File: src/rtl/adc_sweep_seq.sv
module adc_sweep_seq #(
  parameter int SW       = 12,
  parameter int CELLS    = 6,
  parameter int AUXN     = 6,
  parameter int CONV_CYC = 35,
  parameter int ACQ_C0   = 23,
  parameter int ACQ_C1   = 51,
  parameter int ACQ_C2   = 73,
  parameter int ACQ_C3   = 95,
  parameter int CW       = 16,
  localparam int NCH     = CELLS + AUXN,
  localparam int AW      = $clog2(NCH + 1)
) (
  input  logic          clk,
  input  logic          rst_n,
  input  logic          start,
  input  logic [1:0]    cfg_chan,
  input  logic [1:0]    cfg_avg,
  input  logic [1:0]    cfg_acq,
  input  logic [SW-1:0] adc_data,
  output logic          conv_strobe,
  output logic          acq_strobe,
  output logic [AW-1:0] chan_sel,
  output logic          busy,
  output logic          done,
  output logic [CW-1:0] sweep_cycles,
  input  logic [AW-1:0] rd_addr,
  output logic [SW-1:0] rd_data
);
  localparam int MAXLOG = 3;
  localparam int ACW    = SW + MAXLOG;
  localparam int TMAX   = (ACQ_C3 > CONV_CYC) ? ACQ_C3 : CONV_CYC;
  localparam int TW     = $clog2(TMAX + 1);

  typedef enum logic [1:0] {S_IDLE, S_CONV, S_ACQ} st_t;

  st_t            st;
  logic [1:0]     avg_q, acq_q;
  logic [AW-1:0]  n_in_q, idx;
  logic [2:0]     rep;
  logic [TW-1:0]  tmr, acq_len;
  logic [ACW-1:0] acc, acc_nxt;
  logic [SW-1:0]  rf [NCH];
  logic [AW-1:0]  n_in_sel;
  logic           last_rep, last_in, phase_end;

  always_comb begin
    case (acq_q)
      2'd0:    acq_len = TW'(ACQ_C0);
      2'd1:    acq_len = TW'(ACQ_C1);
      2'd2:    acq_len = TW'(ACQ_C2);
      default: acq_len = TW'(ACQ_C3);
    endcase
    case (cfg_chan)
      2'b00:   n_in_sel = AW'(NCH);
      2'b01:   n_in_sel = AW'(CELLS + AUXN / 2);
      default: n_in_sel = AW'(CELLS);
    endcase
  end

  assign busy        = (st != S_IDLE);
  assign chan_sel    = (idx < AW'(CELLS)) ? AW'(CELLS - 1) - idx : idx;
  assign acc_nxt     = acc + ACW'(adc_data);
  assign last_rep    = (rep == 3'((1 << avg_q) - 1));
  assign last_in     = (idx == n_in_q - AW'(1));
  assign phase_end   = (tmr == '0);
  assign conv_strobe = (st == S_CONV) && (tmr == TW'(CONV_CYC - 1));
  assign acq_strobe  = (st == S_ACQ) && (tmr == acq_len - TW'(1));
  assign rd_data     = rf[rd_addr];

  always_ff @(posedge clk or negedge rst_n) begin
    if (!rst_n) begin
      st           <= S_IDLE;
      avg_q        <= '0;
      acq_q        <= '0;
      n_in_q       <= '0;
      idx          <= '0;
      rep          <= '0;
      tmr          <= '0;
      acc          <= '0;
      done         <= 1'b0;
      sweep_cycles <= '0;
      for (int i = 0; i < NCH; i++) rf[i] <= '0;
    end else begin
      done <= 1'b0;
      if (busy) sweep_cycles <= sweep_cycles + CW'(1);
      case (st)
        S_IDLE: if (start) begin
          st           <= S_CONV;
          tmr          <= TW'(CONV_CYC - 1);
          avg_q        <= cfg_avg;
          acq_q        <= cfg_acq;
          n_in_q       <= n_in_sel;
          idx          <= '0;
          rep          <= '0;
          acc          <= '0;
          sweep_cycles <= '0;
        end
        S_CONV: if (phase_end) begin
          if (last_rep) begin
            rf[chan_sel] <= SW'(acc_nxt >> avg_q);
            acc          <= '0;
            rep          <= '0;
            idx          <= idx + AW'(1);
          end else begin
            acc <= acc_nxt;
            rep <= rep + 3'd1;
          end
          if (last_rep && last_in) begin
            st   <= S_IDLE;
            done <= 1'b1;
          end else begin
            st  <= S_ACQ;
            tmr <= acq_len - TW'(1);
          end
        end else begin
          tmr <= tmr - TW'(1);
        end
        S_ACQ: if (phase_end) begin
          st  <= S_CONV;
          tmr <= TW'(CONV_CYC - 1);
        end else begin
          tmr <= tmr - TW'(1);
        end
        default: st <= S_IDLE;
      endcase
    end
  end
endmodule

File: config.mk
export PLATFORM = sky130hd
export DESIGN_NAME = adc_sweep_seq
export DESIGN_NICKNAME = d
export VERILOG_FILES = /design/src/rtl/adc_sweep_seq.sv
export SDC_FILE = /design/constraint.sdc
export NUM_CORES = 1
export LEC_CHECK = 0
export BUFFER_PORTS_ARGS = -buffer_cell sky130_fd_sc_hd__buf_2
export CORE_UTILIZATION = 45
export CTS_BUF_LIST = sky130_fd_sc_hd__clkbuf_8
export CTS_CLUSTER_DIAMETER = 60
export DETAILED_ROUTE_END_ITERATION = 8
export PLACE_DENSITY_LB_ADDON = 0.1
export SLEW_MARGIN = 40
export SYNTH_ARGS = -nofsm -noshare
export SYNTH_HDL_FRONTEND = slang
export SYNTH_SLANG_ARGS = --single-unit
File: constraint.sdc
create_clock -name clk -period 5.6 [get_ports clk]
set_input_delay 0.56 -clock clk [delete_from_list [all_inputs] [get_ports clk]]
set_output_delay 0.56 -clock clk [all_outputs]
set_load 0.01 [all_outputs]
==> metrics <==
outcome completed; hold buffers post-CTS 0; clk sink count 200; Clock Tree Buf Depth 2; GR Util All Layers 0.227; TNS Setup 0 ns; Post-Syn Area 10900 um2; die area 24800 um2; Routed WL per cell 18.0 um; adder-cell area share of the yosys netlist 0.0364; dpl hpwl 16.9 mm; mux contribution to synthesized area 0.112; Initial Util 0.461; Syn Area/Cell 9.97 um2; period utilization 0.586; worst r2r src avg_q[0]; GR Overflow Total 0; crit path max fanout 23; fin nets 1156; setup bufs post-CTS 0; Remaining DRCs 0; I/O pin cnt 61; Rel. slew slack 0.463; asr flop ratio synth 1.00; Worst Path Arrival 3.68 ns; VDD IR max 0.241 mV; TritonCTS clock tree built; share of cells above drive strength 1 0.179; Post-Synth Simple-Gate Area 0.146; final hold vios 0; Pins Over Slew Limit 0; warnings from Yosys 0; reg2reg end rf[33]; GP Congestion 0.787; Pleak 5.29 nW; Max-Cap Viols 0; antenna cells 0; row count 56; CTS clk-pin slew, worst paths 0.13 ns; global-route wire length before repair 43.1 mm; largest family of logic cells by synthesized area compound AO/OA/AOI/OAI gates; syn_nets 1147; DRT iter0 DRCs 486; drt pass-1 iters 4; CP Launch Type register; required time worst endpoint 6.00 ns; CP Capture Type register; Vias 7821; initial antenna violation count 0; CP Class register to register; largest net degree at the start of global routing 113; Synth-to-Final Area Change 7.89%; H-tree depth 4; post-route ant nets 0; Core Region 23600 um2; Die H 157 um; prevailing post-synth register cell dfrtp_1; post-synthesis compound-gate area fraction 0.172; Slew @ Worst Pin 0.805 ns; number of flops mapped to enable cells by yosys 0; xor-xnor portion of the synthesized cell area 0.0242; Skew-Pair Late Insertion Delay 0.48 ns; Power per Cell Area 401 nW/um2; Die W 157 um; Yosys reg bits 200; Finished Layout Cells 1432; total wire length 25.8 mm; clock skew 0.0249 ns; post-CTS resize count 0; I/O Buffers 60; post-synthesis cell type count 80; Worst R2R Setup Slack 2.32 ns; sequential share of the synthesized area 0.460; hold crit path type primary input to asynchronous set/reset pin; FF-to-FF path depth 8; RSZ-0062 raised after global routing no; total CTS buffers 17; Gate Count Post-Synth 1091; Peak Freq 305 MHz; placed insts 1400; vias in the first global route 7754; Tmin final 3.28 ns; final number of setup-violating endpoints 0; Via density 5.46; clk root buf clkbuf_8
Yosys cell counts (5+ instances only):
master | instances | area [um2]
buf_2 | 22 | 110
o21ai_2 | 14 | 123
buf_6 | 9 | 101
or3_1 | 9 | 56.3
nand4_1 | 9 | 56.3
o22ai_1 | 16 | 100
a21o_1 | 12 | 90.1
o211ai_1 | 9 | 67.6
a21oi_1 | 35 | 175
nand2b_1 | 6 | 37.5
clkbuf_1 | 39 | 146
xor2_1 | 17 | 149
nand2_1 | 181 | 679
nor2_1 | 52 | 195
nand3_1 | 23 | 115
and3_1 | 7 | 43.8
and2_1 | 7 | 43.8
mux2_2 | 16 | 180
nor2b_1 | 6 | 37.5
o21ai_0 | 141 | 706
dfrtp_1 | 200 | 5000
xnor2_1 | 13 | 114
mux4_2 | 36 | 811
o21ai_1 | 13 | 65.1
nor3_1 | 17 | 85.1
a211oi_1 | 5 | 37.5
mux2i_1 | 20 | 200
ha_1 | 30 | 375
inv_1 | 33 | 124
a22o_1 | 11 | 96.3
per-stage QoR:
step           instance area, um2  setup slack [ns]  hold slack (ns)  power (mW)   util
3_5_place_dp                11300              2.09            0.461        3.81  0.479
6_report                    11700              2.32           0.0183        4.71  0.497
5_1_grt                     11700              2.00           0.0300        5.08  0.497
4_1_cts                     11700              2.32           0.0378        4.77  0.497
2_1_floorplan               10900              2.78            0.264        3.33      -
3_3_place_gp                11200              2.09            0.456        3.78  0.476
metal layers:
layer,vias to the layer above,track usage,part of all wire
met5,-,0,0
met4,0,0.0518,0.011
met3,19,0.0350,0.034
met2,142,0.362,0.47
met1,3764,0.325,0.49
li1,3896,-,-
flip-flops by register name, summed over array words and instances, names as in the netlist:
register      count
acc              15
acq_q             2
avg_q             2
done              1
idx               4
n_in_q            4
rep               3
rf              144
st                2
sweep_cycles     16
tmr               7
worst max path at each step:
stage               depth (start not counted)  slack, ns      end         from
floorplan                                  10       2.78    rf[7]  adc_data[0]
global placement                           10       2.09  rf[127]  adc_data[0]
detailed placement                         10       2.09   rf[91]  adc_data[0]
CTS                                         9       2.32  rf[139]       acc[0]
global route                                9       2.00  rf[139]       acc[0]
finish                                      8       2.32   rf[33]     avg_q[0]
report_power, final:
part	total [mW]	internal [mW]	switching [mW]
Combinational	1.91	0.682	1.23
Sequential	1.86	1.65	0.209
Clock	0.942	0.342	0.600
Total	4.71	2.68	2.04
final cells by class:
class	instances	area, um2
clock buffers	17	234
repair buffers	69	410
fillers	2290	11900
clock inverters	15	178
multi-input cells	777	5380
flip-flops and latches	200	5000
well taps	319	399
inverters	35	131
cells in the final DEF, fill, tap and decap left out, drive strengths merged, types with 5 or more instances in the layout:
| cell type | instances |
|---|---|
| nand3 | 23 |
| a21o | 12 |
| a22o | 11 |
| mux2i | 20 |
| nand4 | 9 |
| xnor2 | 13 |
| nor2b | 6 |
| mux4 | 36 |
| nor3 | 18 |
| a21oi | 36 |
| inv | 41 |
| buf | 68 |
| dfrtp | 200 |
| nand2b | 6 |
| xor2 | 17 |
| o211ai | 10 |
| and2 | 9 |
| and3 | 7 |
| or3 | 11 |
| o22ai | 16 |
| clkbuf | 18 |
| nor2 | 52 |
| a211oi | 9 |
| nand2 | 182 |
| mux2 | 18 |
| o21ai | 168 |
| or2 | 5 |
| ha | 30 |
| clkinv | 8 |
cell families (layout without fill, tap and decap cells):
group / count (synthesis) / in the layout
AOI/OAI and AO/OA: 296 / 296
xor gates and xnor gates: 30 / 30
adders and majority gates: 31 / 31
buffers and inverters: 114 / 136
DFF: 200 / 200
muxes: 74 / 74
and+or+nand+nor: 346 / 346
critical path: stages (launching register included):
cell and delay, ns:
dfrtp_1 0.82, and2b_1 0.31, a32o_2 0.18, a21oi_4 0.08
nor2_1 0.63, nand4_1 0.60, buf_6 0.34, nor2b_1 0.14
a21oi_1 0.11
(Power assumes the default switching activity.)
